`src/rtl/sdram_ctl_pkg.sv`:
```
// Shared types for the SDRAM controller: the pin-level command code and
// the sequencer state. Assumes a single-rank device with the usual
// {cs_n, ras_n, cas_n, we_n} command truth table.
package sdram_ctl_pkg;

    typedef enum logic [3:0] {
        CMD_MRS = 4'b0000,
        CMD_REF = 4'b0001,
        CMD_PRE = 4'b0010,
        CMD_ACT = 4'b0011,
        CMD_WR  = 4'b0100,
        CMD_RD  = 4'b0101,
        CMD_NOP = 4'b0111
    } sd_cmd_e;

    typedef enum logic [3:0] {
        ST_INIT,
        ST_IREF1,
        ST_IREF2,
        ST_IMRS,
        ST_IDLE,
        ST_ACT,
        ST_RD,
        ST_WR,
        ST_PRE,
        ST_RREF,
        ST_DONE
    } ctl_st_e;

endpackage

```
`src/rtl/sdram_delay.sv`:
```
// Down-counter that enforces device timing gaps between commands.
// Loads a wait length, counts to zero, and reports idle at zero.
// Assumes a load is only requested while the counter is idle.
module sdram_delay #(
    parameter int W       = 16,
    parameter int RST_VAL = 100
) (
    input  logic         clk,
    input  logic         rst_n,
    input  logic         load,
    input  logic [W-1:0] load_val,
    output logic         idle
);

    logic [W-1:0] cnt;

    // Count down after a load; the reset value gives the power-up wait.
    always_ff @(posedge clk) begin
        if (!rst_n)          cnt <= W'(RST_VAL);
        else if (load)       cnt <= load_val;
        else if (cnt != '0)  cnt <= cnt - 1'b1;
    end

    assign idle = (cnt == '0);

endmodule

```
`src/rtl/sdram_ref_timer.sv`:
```
// Refresh interval timer. Raises due every REF_INT clocks and holds it
// until the sequencer acknowledges. A new interval wins over a
// simultaneous acknowledge.
module sdram_ref_timer #(
    parameter int REF_INT = 1500
) (
    input  logic clk,
    input  logic rst_n,
    input  logic ack,
    output logic due
);

    localparam int CW = $clog2(REF_INT + 1);

    logic [CW-1:0] cnt;

    // Free-running interval counter with a sticky due flag.
    always_ff @(posedge clk) begin
        if (!rst_n) begin
            cnt <= CW'(REF_INT - 1);
            due <= 1'b0;
        end else begin
            if (cnt == '0) begin
                cnt <= CW'(REF_INT - 1);
                due <= 1'b1;
            end else begin
                cnt <= cnt - 1'b1;
                if (ack) due <= 1'b0;
            end
        end
    end

endmodule

```
`src/rtl/sdram_rd_track.sv`:
```
// Tracks READ commands in flight. One stage per clock of device
// latency, so that the last stage lines up with the data on the bus.
// A flush drops every older entry but still accepts a new push.
module sdram_rd_track #(
    parameter int DEPTH = 3,
    parameter int CW    = 8
) (
    input  logic          clk,
    input  logic          rst_n,
    input  logic          push,
    input  logic [CW-1:0] push_col,
    input  logic          flush,
    output logic          head_v,
    output logic [CW-1:0] head_col
);

    logic [DEPTH-1:0] vld;
    logic [CW-1:0]    col [DEPTH];

    // Shift the valid tags; a flush clears everything behind stage 0.
    always_ff @(posedge clk) begin
        if (!rst_n) begin
            vld <= '0;
        end else begin
            vld[0] <= push;
            for (int i = 1; i < DEPTH; i++) vld[i] <= flush ? 1'b0 : vld[i-1];
        end
    end

    // Shift the column tags alongside the valid bits.
    always_ff @(posedge clk) begin
        col[0] <= push_col;
        for (int i = 1; i < DEPTH; i++) col[i] <= col[i-1];
    end

    assign head_v   = vld[DEPTH-1];
    assign head_col = col[DEPTH-1];

endmodule

```
`src/rtl/sdram_ctl.sv`:
```
// Single-master SDRAM controller with per-beat throttling.
// Runs the start-up sequence, opens a row per transfer, streams single
// word WRITEs or pipelined READs, and crosses row ends on its own.
// Refresh goes in between transfers or at a row change.
// Assumes: the master holds req_active/req_write/req_addr steady for the
// whole transfer; ROW_W > 10 (A10 selects precharge-all); COL_W <= 10.
module sdram_ctl
    import sdram_ctl_pkg::*;
#(
    parameter int DW       = 32,
    parameter int COL_W    = 8,
    parameter int ROW_W    = 13,
    parameter int BA_W     = 2,
    parameter int CAS_LAT  = 2,
    parameter int T_RP     = 2,
    parameter int T_RCD    = 2,
    parameter int T_RFC    = 7,
    parameter int T_MRD    = 2,
    parameter int T_WR     = 2,
    parameter int INIT_CYC = 100,
    parameter int REF_INT  = 1500
) (
    input  logic            clk,
    input  logic            rst_n,
    input  logic            req_active,
    input  logic            req_write,
    input  logic [31:0]     req_addr,
    input  logic            beat_go,
    input  logic [DW-1:0]   wr_data,
    output logic            beat_rdy,
    output logic [DW-1:0]   rd_data,
    output logic            cyc_done,
    output logic            sd_cs_n,
    output logic            sd_ras_n,
    output logic            sd_cas_n,
    output logic            sd_we_n,
    output logic [BA_W-1:0] sd_ba,
    output logic [ROW_W-1:0] sd_a,
    output logic [DW-1:0]   sd_dq_out,
    output logic            sd_dq_oe,
    input  logic [DW-1:0]   sd_dq_in
);

    localparam int RB_W   = ROW_W + BA_W;
    localparam int DLY_W  = 16;
    localparam int ADDR_LO = 2;
    localparam int ADDR_HI = ADDR_LO + COL_W + RB_W;
    localparam logic [COL_W-1:0] COL_MAX = '1;
    localparam logic [ROW_W-1:0] MODE_WORD = ROW_W'((CAS_LAT & 7) << 4);

    ctl_st_e            st_q, st_n;
    sd_cmd_e            cmd_q, cmd_n;
    logic [ROW_W-1:0]   a_q, a_n;
    logic [BA_W-1:0]    ba_q, ba_n;
    logic [COL_W-1:0]   col_q, col_n;
    logic [RB_W-1:0]    rb_q, rb_n;
    logic               wr_q, wr_n;
    logic               end_q, end_n;
    logic               iss_end_q, iss_end_n;
    logic [DW-1:0]      dqo_q, dqo_n;
    logic               oe_q, oe_n;

    logic               dly_idle, dly_ld;
    logic [DLY_W-1:0]   dly_val;
    logic               ref_due, ref_ack;
    logic               rd_push, rd_flush, head_v;
    logic [COL_W-1:0]   head_col, iss_col;
    logic               do_iss;
    logic               addr_unused;

    assign addr_unused = ^{req_addr[31:ADDR_HI], req_addr[ADDR_LO-1:0]};

    sdram_delay #(.W(DLY_W), .RST_VAL(INIT_CYC)) u_dly (
        .clk(clk), .rst_n(rst_n), .load(dly_ld), .load_val(dly_val), .idle(dly_idle)
    );

    sdram_ref_timer #(.REF_INT(REF_INT)) u_ref (
        .clk(clk), .rst_n(rst_n), .ack(ref_ack), .due(ref_due)
    );

    sdram_rd_track #(.DEPTH(CAS_LAT + 1), .CW(COL_W)) u_trk (
        .clk(clk), .rst_n(rst_n), .push(rd_push), .push_col(iss_col),
        .flush(rd_flush), .head_v(head_v), .head_col(head_col)
    );

    // Ready: timing gap elapsed, request held, and a word can move now.
    assign beat_rdy = dly_idle && req_active &&
                      ((st_q == ST_WR) || (st_q == ST_RD && head_v));
    assign cyc_done = dly_idle && (st_q == ST_DONE);
    assign rd_data  = sd_dq_in;

    // Sequencer: picks the next command, state and timing gap.
    always_comb begin
        st_n      = st_q;
        cmd_n     = CMD_NOP;
        a_n       = a_q;
        ba_n      = ba_q;
        col_n     = col_q;
        rb_n      = rb_q;
        wr_n      = wr_q;
        end_n     = end_q;
        iss_end_n = iss_end_q;
        dqo_n     = dqo_q;
        oe_n      = 1'b0;
        dly_ld    = 1'b0;
        dly_val   = '0;
        ref_ack   = 1'b0;
        rd_push   = 1'b0;
        rd_flush  = 1'b0;
        do_iss    = 1'b0;
        iss_col   = col_q;
        if (dly_idle) begin
            unique case (st_q)
                ST_INIT: begin
                    cmd_n = CMD_PRE; a_n = '0; a_n[10] = 1'b1;
                    dly_ld = 1'b1; dly_val = DLY_W'(T_RP - 1); st_n = ST_IREF1;
                end
                ST_IREF1: begin
                    cmd_n = CMD_REF; dly_ld = 1'b1; dly_val = DLY_W'(T_RFC - 1);
                    st_n = ST_IREF2;
                end
                ST_IREF2: begin
                    cmd_n = CMD_REF; dly_ld = 1'b1; dly_val = DLY_W'(T_RFC - 1);
                    st_n = ST_IMRS;
                end
                ST_IMRS: begin
                    cmd_n = CMD_MRS; a_n = MODE_WORD; ba_n = '0;
                    dly_ld = 1'b1; dly_val = DLY_W'(T_MRD - 1); st_n = ST_IDLE;
                end
                ST_IDLE: begin
                    if (ref_due) begin
                        cmd_n = CMD_REF; ref_ack = 1'b1;
                        dly_ld = 1'b1; dly_val = DLY_W'(T_RFC - 1);
                    end else if (req_active) begin
                        col_n = req_addr[ADDR_LO +: COL_W];
                        rb_n  = req_addr[ADDR_LO + COL_W +: RB_W];
                        wr_n  = req_write;
                        end_n = 1'b0;
                        st_n  = ST_ACT;
                    end
                end
                ST_ACT: begin
                    cmd_n = CMD_ACT;
                    a_n   = rb_q[ROW_W-1:0];
                    ba_n  = rb_q[RB_W-1:ROW_W];
                    dly_ld = 1'b1; dly_val = DLY_W'(T_RCD - 1);
                    iss_end_n = 1'b0;
                    st_n  = wr_q ? ST_WR : ST_RD;
                end
                ST_WR: begin
                    if (!req_active) begin
                        end_n = 1'b1; dly_ld = 1'b1; dly_val = DLY_W'(T_WR);
                        st_n = ST_PRE;
                    end else if (beat_go) begin
                        cmd_n = CMD_WR; a_n = '0; a_n[COL_W-1:0] = col_q;
                        dqo_n = wr_data; oe_n = 1'b1;
                        if (col_q == COL_MAX) begin
                            col_n = '0; rb_n = rb_q + 1'b1; end_n = 1'b0;
                            dly_ld = 1'b1; dly_val = DLY_W'(T_WR); st_n = ST_PRE;
                        end else begin
                            col_n = col_q + 1'b1;
                        end
                    end
                end
                ST_RD: begin
                    if (!req_active) begin
                        rd_flush = 1'b1; end_n = 1'b1; st_n = ST_PRE;
                    end else if (head_v && !beat_go) begin
                        rd_flush = 1'b1; iss_col = head_col; do_iss = 1'b1;
                    end else if (head_v && head_col == COL_MAX) begin
                        rd_flush = 1'b1; col_n = '0; rb_n = rb_q + 1'b1;
                        end_n = 1'b0; st_n = ST_PRE;
                    end else if (!iss_end_q) begin
                        do_iss = 1'b1;
                    end
                end
                ST_PRE: begin
                    cmd_n = CMD_PRE; a_n = '0; a_n[10] = 1'b1;
                    dly_ld = 1'b1; dly_val = DLY_W'(T_RP - 1);
                    if (end_q)        st_n = ST_DONE;
                    else if (ref_due) st_n = ST_RREF;
                    else              st_n = ST_ACT;
                end
                ST_RREF: begin
                    cmd_n = CMD_REF; ref_ack = 1'b1;
                    dly_ld = 1'b1; dly_val = DLY_W'(T_RFC - 1); st_n = ST_ACT;
                end
                ST_DONE: st_n = ST_IDLE;
                default: st_n = ST_INIT;
            endcase
        end
        if (do_iss) begin
            cmd_n   = CMD_RD;
            a_n     = '0;
            a_n[COL_W-1:0] = iss_col;
            rd_push = 1'b1;
            if (iss_col == COL_MAX) begin
                iss_end_n = 1'b1;
            end else begin
                iss_end_n = 1'b0;
                col_n     = iss_col + 1'b1;
            end
        end
    end

    // State and registered device pins.
    always_ff @(posedge clk) begin
        if (!rst_n) begin
            st_q      <= ST_INIT;
            cmd_q     <= CMD_NOP;
            a_q       <= '0;
            ba_q      <= '0;
            col_q     <= '0;
            rb_q      <= '0;
            wr_q      <= 1'b0;
            end_q     <= 1'b0;
            iss_end_q <= 1'b0;
            dqo_q     <= '0;
            oe_q      <= 1'b0;
        end else begin
            st_q      <= st_n;
            cmd_q     <= cmd_n;
            a_q       <= a_n;
            ba_q      <= ba_n;
            col_q     <= col_n;
            rb_q      <= rb_n;
            wr_q      <= wr_n;
            end_q     <= end_n;
            iss_end_q <= iss_end_n;
            dqo_q     <= dqo_n;
            oe_q      <= oe_n;
        end
    end

    assign {sd_cs_n, sd_ras_n, sd_cas_n, sd_we_n} = cmd_q;
    assign sd_ba     = ba_q;
    assign sd_a      = a_q;
    assign sd_dq_out = dqo_q;
    assign sd_dq_oe  = oe_q;

endmodule

```
`config.mk`:
```
export PLATFORM = sky130hd
export DESIGN_NAME = sdram_ctl
export DESIGN_NICKNAME = d
export VERILOG_FILES = /design/src/rtl/sdram_ctl_pkg.sv /design/src/rtl/sdram_delay.sv /design/src/rtl/sdram_ref_timer.sv /design/src/rtl/sdram_rd_track.sv /design/src/rtl/sdram_ctl.sv
export SDC_FILE = /design/constraint.sdc
export NUM_CORES = 1
export LEC_CHECK = 0
export CAP_MARGIN = 20
export CORE_ASPECT_RATIO = 0.5
export CORE_MARGIN = 10
export CORE_UTILIZATION = 30
export CTS_BUF_LIST = sky130_fd_sc_hd__clkbuf_8
export DETAILED_ROUTE_END_ITERATION = 10
export DONT_BUFFER_PORTS = 1
export PLACE_DENSITY = 0.55
export SLEW_MARGIN = 15
export SYNTH_ARGS = -nofsm -noshare
export SYNTH_HDL_FRONTEND = slang
export SYNTH_HIERARCHICAL = 1
export SYNTH_SLANG_ARGS = --single-unit
```
`constraint.sdc`:
```
create_clock -name clk -period 4.5 [get_ports clk]
set_input_delay 0.9 -clock clk [delete_from_list [all_inputs] [get_ports clk]]
set_output_delay 0.9 -clock clk [all_outputs]
set_load 0.02 [all_outputs]
```
-- Word level (Yosys, flattened, before mapping)
Memories as Yosys holds them, arrays and structs flattened.
Index checks and enable logic that the tools add are counted.
- multiply operators: 0
- add/subtract/negate cells: 5
- equality and inequality tests: 27
- bitwise operators: 3
- magnitude comparators: 0
- reduce and logical (&&, ||, !) cells: 39
- muxes and demuxes: 93
- shift operators: 0
- divide/modulo/power cells: 0
- operators with widths (cell ; count):
    2-to-1 mux 8 bit ; 17
    2-to-1 mux 15 bit ; 8
    one-hot mux 13 bit (4 select lines) ; 1
    one-hot mux 15 bit (3 select lines) ; 1
    2-to-1 mux 4 bit ; 10
    one-hot mux 4 bit (10 select lines) ; 1
    2-to-1 mux 1 bit ; 34
    2-to-1 mux 16 bit ; 2
    2-to-1 mux 13 bit ; 2
    == test 8 bit, second input constant ; 3
    one-hot mux 8 bit (3 select lines) ; 1
    AND reduction 4 bit ; 5
    one-hot mux 3 bit (6 select lines) ; 1
    adder 8 x 1 -> 8 bit, second input constant ; 2
    == test 4 x 3 -> 1 bit, second input constant ; 4
    zero test 16 bit ; 1
    nonzero test 16 bit ; 1
    subtractor 16 x 1 -> 16 bit, second input constant ; 1
    adder 15 x 1 -> 15 bit, second input constant ; 1
    2-to-1 mux 2 bit ; 7
    == test 4 bit, second input constant ; 3
    != test 2 bit, second input constant ; 6
    != test 3 bit, second input constant ; 4
    one-hot mux 3 bit (4 select lines) ; 1
    other kinds (27) ; 50
- memories kept: 1
- logic and storage cells: 186
- RAM bits: 24
- output and inout port bits: 86
- register bits after elaboration: 112
- ROM bits: 0
- input port bits: 101
- latch bits: 0
- memories (memory ; depth ; width ; rd ports ; clocked after memory_dff ; wr ports ; RTL line ; source):
    u_trk.col ; 3 ; 8 ; 3 ; 0 ; 3 ; sdram_rd_track.sv:18 ; logic [CW-1:0] col [DEPTH];

-- Longest topological paths before layout
Gate-level depths: netlist of the first run.
An unclocked memory read counts as a cell.
- word-level depth: 10
- depth in mapped cells: 18
- depth with buffers taken out: 16

-- Cells and area by module
Netlist of the first run, hierarchy kept.
- by module, submodules not included (module ; cells each ; area each (µm²) ; sequential area each (µm²) ; times used):
    sdram_ctl ; 686 ; 5121.2 ; 1621.6 ; 1
    sdram_delay ; 113 ; 955.9 ; 320.3 ; 1
    sdram_rd_track ; 38 ; 624.3 ; 540.5 ; 1
    sdram_ref_timer ; 53 ; 504.2 ; 240.2 ; 1

-- Worst setup path before layout of the first run
Ideal clock, no wire load.
- path kind: register to output
- start: register u_dly.cnt[0]
- end: output port cyc_done
- stages on the path, launching flop included: 11
- arrival time: 2.402 ns
- required time: 3.600 ns
- setup slack: 1.198 ns
- buffers on the path: 3
- path through: dfxtp_1 inv_1 ha_1 nor3b_1 nand4_1 clkbuf_1 nor2_1 clkbuf_1 clkbuf_1 nand2_1 nor2_1
- word-level cells in the longest chain between the ends: 2
- RTL lines (item ; RTL line ; source):
    start: declaration ; sdram_delay.sv:15 ; logic [W-1:0] cnt;
    start signal: assignment ; sdram_delay.sv:19 ; if (!rst_n) cnt <= W'(RST_VAL);
    start signal: assignment ; sdram_delay.sv:20 ; else if (load) cnt <= load_val;
    start signal: assignment ; sdram_delay.sv:21 ; else if (cnt != '0) cnt <= cnt - 1'b1;
    zero test 16 bit ; sdram_delay.sv:24 ; assign idle = (cnt == '0);
    named net dly_idle ; sdram_ctl.sv:63 ; logic dly_idle, dly_ld;
    logical AND 1 bit ; sdram_ctl.sv:89 ; assign cyc_done = dly_idle && (st_q == ST_DONE);
    end: declaration ; sdram_ctl.sv:32 ; output logic cyc_done,
The timed path passes the listed nets, and every way through them passes these cells.

-- Worst setup path after layout of the first run
- start: register u_dly.cnt[0]
- end: output port beat_rdy
- word-level cells in the longest chain between the ends: 3
- RTL lines (item ; RTL line ; source):
    zero test 16 bit ; sdram_delay.sv:24 ;
    named net dly_idle ; sdram_ctl.sv:63 ;
    logical AND 1 bit (2 in series) ; sdram_ctl.sv:87 ; assign beat_rdy = dly_idle && req_active &&
    end: declaration ; sdram_ctl.sv:30 ; output logic beat_rdy,
The timed path passes the listed nets, and every way through them passes these cells.

==> results of run 1 <==
Yosys cell counts (4+ instances only):
master	instances
nand2_1	141
dfxtp_1	136
a21oi_1	81
nor2_1	56
o21ai_0	48
buf_4	46
nand3_1	42
clkbuf_1	34
inv_1	19
buf_2	15
mux2i_1	14
nor3_1	14
a31oi_1	12
nand4_1	12
o31ai_1	12
xnor2_1	11
and3_1	9
xor2_1	8
a211oi_1	7
nand2b_1	7
nor2b_1	7
nor4_1	7
a22oi_1	6
and2_1	6
buf_6	6
o211ai_1	6
a32oi_1	5
ha_1	5
a311oi_1	4
buf_1	4
mux2_2	4
or2_2	4
or3_1	4
worst max-delay path by stage:
stage | startpoint | endpoint | cells after the start
floorplan | u_dly/cnt[0]$_SDFFE_PN0P_ | cyc_done | 10
global placement | u_dly/cnt[0]$_SDFFE_PN0P_ | col_q[0]$_SDFF_PN0_ | 13
detailed placement | u_dly/cnt[0]$_SDFFE_PN0P_ | col_q[0]$_SDFF_PN0_ | 13
CTS | u_dly/cnt[0]$_SDFFE_PN0P_ | beat_rdy | 9
global route | u_dly/cnt[0]$_SDFFE_PN0P_ | col_q[0]$_SDFF_PN0_ | 14
finish | u_dly/cnt[0]$_SDFFE_PN0P_ | beat_rdy | 9
flip-flops by register name, indices dropped and copies added, names as in the netlist:
name,cells
cmd_q,3
u_trk/vld,3
sd_dq_oe,1
sd_ba,2
sd_a,13
u_ref/due,1
u_trk/col,24
rb_q,15
st_q,4
end_q,1
u_dly/cnt,16
u_ref/cnt,11
wr_q,1
iss_end_q,1
col_q,8
sd_dq_out,32
power groups by stage:
stage | Sequential (W) | Combinational [W] | Clock [W]
after global placement | 0.00125 | 0.0000617 | 0
after global routing | 0.00123 | 0.0000764 | 0.00114
after CTS | 0.00122 | 0.0000645 | 0.00108
final | 0.00123 | 0.0000675 | 0.00105
after floorplan | 0.00125 | 0.000103 | 0
after detailed placement | 0.00125 | 0.0000641 | 0
final cells by class:
cell class	count	area, µm²
fill	2433	15700
sequential	136	2723
timing repair buffer	12	110.1
tap	307	384.1
multi-input combinational	640	3824
clock buffer	17	234.0
inverter	22	82.58
clock inverter	15	172.7
through the flow:
step                      worst slack (ns)  hold slack (ns)  util (%)  cells  cell area (µm²)
after floorplan                      1.198           0.3096         -    903             7254
after global placement               1.005           0.3106     30.55   1116             7096
after detailed placement            0.9360           0.3121     30.55   1116             7096
after CTS                           0.8477           0.3310     32.30   1148             7502
after global routing                0.5956           0.3388     32.42   1149             7530
final                               0.8729           0.3313     32.42   1149             7530
metal layers:
metal	vias up	track usage [%]
li1	3013	-
met4	0	4.578
met3	20	3.766
met5	-	0
met2	206	21.68
met1	2986	16.43
cells by family after synthesis:
family          count (synthesis)
buf+inv                       127
fa+ha+maj                       5
simple gates                  348
flops                         136
xor+xnor                       19
mux                            18
other cells                     1
compound gates                236
==> metrics, run 1 <==
Seq pwr share=52.3%; worst path arrival time=2.73 ns; wl on met1=9433 µm; I/O pin cnt=187; # port buffers=0; layout cells sized above 1=10.10%; max_cap viols=0; H-tree levels=4; total die area=0.03099 mm²; DR top layer=met4; R2R cell count=13; Starting Density=31.02%; met3 wire length=1380 µm; postcts setup bufs=0; Core Region=0.02323 mm²; RR Startpoint=u_dly/cnt[0]$_SDFFE_PN0P_; root buffer cell=clkbuf_8; leading cell type in the layout, fill and taps excluded=nand2_1; initial antenna violation count=0; hold crit path type=flip-flop to flip-flop; Final min period=3.627 ns; Mean Syn Cell Area=8.096 µm²; Synth Area in XOR/XNOR=2.309%; # DRC=0; nature of the critical path endpoint=output port; worst path cell trace=inv_1 -> ha_1 -> nor3b_1 -> nand4_1 -> nor2_2 -> buf_4 -> nand2_1 -> nor3_1 -> buf_4; first drt pass iteration count=6; CTS Hold Buffers Added=0; Final Max Tran Viols=0; Final setup violation count=0; clock transition at the registers of the reported paths=0.09 ns; gr ovfl total=0; family with the most delay on the worst path=simple AND/OR/NAND/NOR gates; Power Density=311.3 mW/mm²; Startpoint Class=flip-flop; fmax=275.7 MHz; FP Rows=39; FF-to-FF setup slack=0.88 ns; most frequent cells in the layout=141 x nand2_1, 136 x dfxtp_1, 81 x a21oi_1, 54 x nor2_1, 48 x o21ai_0; CP required=3.60 ns; Critical Path Most Common Cell=buf_4; Post-Syn Area=0.007206 mm²; Nets=935; Clock Tree Buf Depth=2; Layout area overhead=4.497%; Gate power share=2.9%; FF-to-FF End=col_q[0]$_SDFF_PN0_; largest net degree at the start of global routing=55; Setup CP Type=flip-flop to output port; cell taking the most area after synthesis=dfxtp_1; Resize count post-CTS=0; WL met2=9892 µm; # diodes=0; die width=239.2 µm; vias in the first global route=5866; Synth top area share=37.78%; worst stage delay on the critical path=0.35 ns; register area share after synthesis=37.78%; Hold Path Depth=0; combinational family with the most area after synthesis=simple AND/OR/NAND/NOR gates; Post-synth top flop=dfxtp_1; Leak=2.536 nW; Sw Ratio=27.00%; post-synthesis compound-gate area fraction=21.34%; Clk pwr share=44.9%; worst-case vdd ir drop=0.1673 mV; DPL Wire Length=14650 µm; initial drt markers=519; clk_lat worst skew=0.47 ns; synth unique cells=91; via count=6225; internal power=0.001711 W; first-pass GRT wire length=32800 µm; adder-cell share of the synthesized area=0.8682%; relative slew slack=35.38%; TritonCTS Buffers=17; #FFs+latches synth=136; setup TNS=0 ns; Worst path slowest cell=dfxtp_1; mux share of post-synthesis cell area=2.570%; top cells by area in the synthesized netlist=dfxtp_1 38%, nand2_1 7.3%, a21oi_1 5.6%, buf_4 4.8%, o21ai_0 3.3%; Switching Power=0.0006331 W; GRT Total Usage=13.21%; Max FO, Critical Path=26; final hold vios=0; Synth Area in Simple Gates=25.18%; post-route ant nets=0; GP Congestion=0.8880; Via density=5.418; Ys Warns=6; synthesized instance count=890; final wirelength=20900 µm; clock skew=0.01708 ns; die height=129.6 µm; hold wc startpoint=u_trk/col[0][14]$_DFF_P_; RSZ-0062 raised after global routing=no; period utilization=80.60%; DR WL/cell=18.19 µm; Slew @ Worst Pin=0.9657 ns; CTS sink cnt=136; total power=0.002344 W; FFs w/ async S/R, synth=0%; status=finished, final reports clean; EDFF count, synth=0; CTS tree=done; WHS Endpoint=u_trk/col[0][22]$_DFF_P_; WP buf/inv=3
(Power assumes the default switching activity.)
==> run 2: changes to the inputs <==
--- a/config.mk
+++ b/config.mk
@@ -5,6 +5,7 @@
 export SDC_FILE = /design/constraint.sdc
 export NUM_CORES = 1
 export LEC_CHECK = 0
+export ABC_AREA = 1
 export CAP_MARGIN = 20
 export CORE_ASPECT_RATIO = 0.5
 export CORE_MARGIN = 10
==> constraint.sdc (replaced) <==
create_clock -name clk -period 3.5 [get_ports clk]
set_input_delay 0.7 -clock clk [delete_from_list [all_inputs] [get_ports clk]]
set_output_delay 0.7 -clock clk [all_outputs]
set_load 0.02 [all_outputs]
==> run 2 against run 1 <==
  * Combinational power is 48% higher
  * Area after synthesis shrank 0.56%
  * Register-to-register slack worse by 0.50 ns
  * First-iteration DRC count fell by 3.1%
  * Routed wire length decreased by 2.1%
  * Die area down 0.49%
  * Worst setup slack lost 0.55 ns
  * Critical path depth increased by 1
  * Non-clock buffer count up 2
  * Sequential power rose by 28%
  * Largest power group unchanged
==> metrics, run 2 <==
FP Rows=39 (unchanged); CTS tree=done; fin area=0.007685 mm² (+2.1%); CTS sink cnt=136 (unchanged); top cells by area in the synthesized netlist=dfxtp_1 38%, nand2_1 12%, nor2_1 8.6%, o21ai_0 6.8%, nand3_1 4.7%; TritonCTS Buffers=17 (unchanged); most frequent cells in the layout=235 x nand2_1, 164 x nor2_1, 136 x dfxtp_1, 97 x o21ai_0, 85 x inv_1; EDFF count, synth=0 (unchanged); largest net degree at the start of global routing=70 (+27%); via count=6498 (+4.4%); clock transition at the registers of the reported paths=0.09 ns (about the same); Final Max Tran Viols=0 (unchanged); # diodes=0 (unchanged); total power=0.003089 W (+32%); Core Region=0.02313 mm² (-0.42%); most frequent cell after synthesis=nand2_1; initial antenna violation count=0 (unchanged); DR WL/cell=15.11 µm (-17%); setup TNS=0 ns (unchanged); post-route ant nets=0 (unchanged); relative slew slack=35.56% (+0.17 points); register area share after synthesis=38.00% (+0.21 points); Ys Warns=6 (unchanged); hold crit path type=input pin to flip-flop; clk_lat worst skew=0.47 ns (about the same); Post-Syn Area=0.007166 mm² (-0.56%); Synth top area share=38.00% (+0.21 points); Leak=3.193 nW (+26%); CTS Hold Buffers Added=0 (unchanged); worst-case vdd ir drop=0.3579 mV (+110%); gr ovfl total=0 (unchanged); Slew @ Worst Pin=0.9656 ns (-0.0001057 ns); Final min period=3.182 ns; max FFs per register=32 (unchanged); clock skew=0.01939 ns (+0.002316 ns); RSZ-0062 raised after global routing=no; first drt pass iteration count=5 (-1); Setup CP Type=flip-flop to output port; root buffer cell=clkbuf_8; final hold vios=0 (unchanged); Power Density=402.0 mW/mm² (+29%); cell taking the most area after synthesis=dfxtp_1; postcts setup bufs=0 (unchanged); #FFs+latches synth=136 (unchanged); Post-synth top flop=dfxtp_1; Layout area overhead=7.246%; nature of the critical path endpoint=output port; Starting Density=30.98% (-0.042 points); Final setup violation count=0 (unchanged); synthesized instance count=1060 (+19%); Max FO, Critical Path=11 (-58%); top post-synthesis cells by count=235 x nand2_1, 164 x nor2_1, 136 x dfxtp_1, 97 x o21ai_0, 85 x inv_1; vias in the first global route=6066 (+3.4%); # DRC=0 (unchanged); first-pass GRT wire length=31810 µm (-3.0%); Via density=4.799 (-11%); Startpoint Class=flip-flop; Util after Layout=33.23% (+0.81 points); Mean Syn Cell Area=6.760 µm² (-17%); die height=129.3 µm (-0.24%); GRT Total Usage=12.99% (-0.22 points); period utilization=90.92%; total die area=0.03084 mm² (-0.49%); fmax=314.3 MHz; I/O pin cnt=187 (unchanged); final setup margin=0.3179 ns (-0.5550 ns); CP required=2.80 ns (-0.80 ns); worst path arrival time=2.48 ns (-0.25 ns); # port buffers=0 (unchanged); final wirelength=20460 µm (-2.1%); FFs w/ async S/R, synth=0% (unchanged); GP Congestion=0.8934 (+0.61%); FILL cells=2518 (+3.5%); DPL Wire Length=15260 µm (+4.2%); status=finished, final reports clean; die width=238.6 µm (-0.26%); Resize count post-CTS=0 (unchanged); leading cell type in the layout, fill and taps excluded=nand2_1; Clock Tree Buf Depth=2 (unchanged); Nets=1140 (+22%); placed cell areas=0.007257 mm² (+2.3%); initial drt markers=503 (-3.1%); max_cap viols=0 (unchanged); H-tree levels=4 (unchanged); pre-CTS WS=0.2806 ns (-0.6555 ns); layout cells sized above 1=11.56% (+1.5 points); synth unique cells=43 (-53%)
## run 2: critical path, cell delays in order (launching register included)
cell	delay [ns]
dfxtp_1	0.34
inv_1	0.09
ha_1	0.22
nand2_1	0.10
nor2_2	0.10
nand4_1	0.14
nor3_2	0.25
buf_4	0.24
clkinv_1	0.22
nor2_1	0.16
buf_4	0.16
## run 2: path summary, 6_finish.rpt
| kind | slack (ns) | from | depth (start not counted) | endpoint |
|---|---|---|---|---|
| worst max register to register | 0.38 | u_dly/cnt[0]$_SDFFE_PN0P_ | 18 | col_q[7]$_SDFF_PN0_ |
| worst min-delay path | 0.31 | rst_n | 1 | u_dly/cnt[6]$_SDFFE_PN1P_ |
| worst max-delay path | 0.32 | u_dly/cnt[0]$_SDFFE_PN0P_ | 10 | cyc_done |
| worst min register to register | 0.31 | u_trk/col[0][7]$_DFF_P_ | 0 | u_trk/col[0][15]$_DFF_P_ |
## run 2: report_power, final
part	switching, W	total [W]	internal (W)	leakage (nW)
Clock	0.000693	0.00142	0.000723	0.219
Sequential	0.0000142	0.00157	0.00156	1.10
Combinational	0.0000630	0.0000999	0.0000368	1.88
## run 2: cells by family after synthesis
kind of cell             after synthesis  share of synthesized area (%)
buffers and inverters                170                          11.47
flip-flops                           136                          38.00
adder cells (fa/ha/maj)                5                         0.8731
AND/OR/NAND/NOR                      548                          34.00
AO/OA/AOI/OAI                        185                          13.78
XOR/XNOR                              15                          1.833
other                                  1                        0.05233
## run 2: final cells by class
cell class | instances | area [µm²] | area share (%)
Clock buffer | 17 | 234.0 | 3.045
Tap cell | 307 | 384.1 | 4.998
Timing Repair Buffer | 14 | 105.1 | 1.368
Inverter | 98 | 370.4 | 4.819
Multi-Input combinational cell | 767 | 3680 | 47.88
Sequential cell | 136 | 2723 | 35.43
Clock inverter | 15 | 188.9 | 2.458
## run 2: per-stage QoR
step | hold WS, ns | cells
detailed placement | 0.3121 | 1322
global placement | 0.3112 | 1322
floorplan | 0.3096 | 1073
CTS | 0.2601 | 1354
finish | 0.3116 | 1354
global route | 0.2675 | 1354
## run 2: metal layers
metal	up-vias	global-route usage, %	part of all wire, %
met3	29	4.422	7.3
met5	-	0	0
met4	0	5.019	2.0
met2	214	21.40	46
met1	2948	15.52	45
li1	3307	-	-
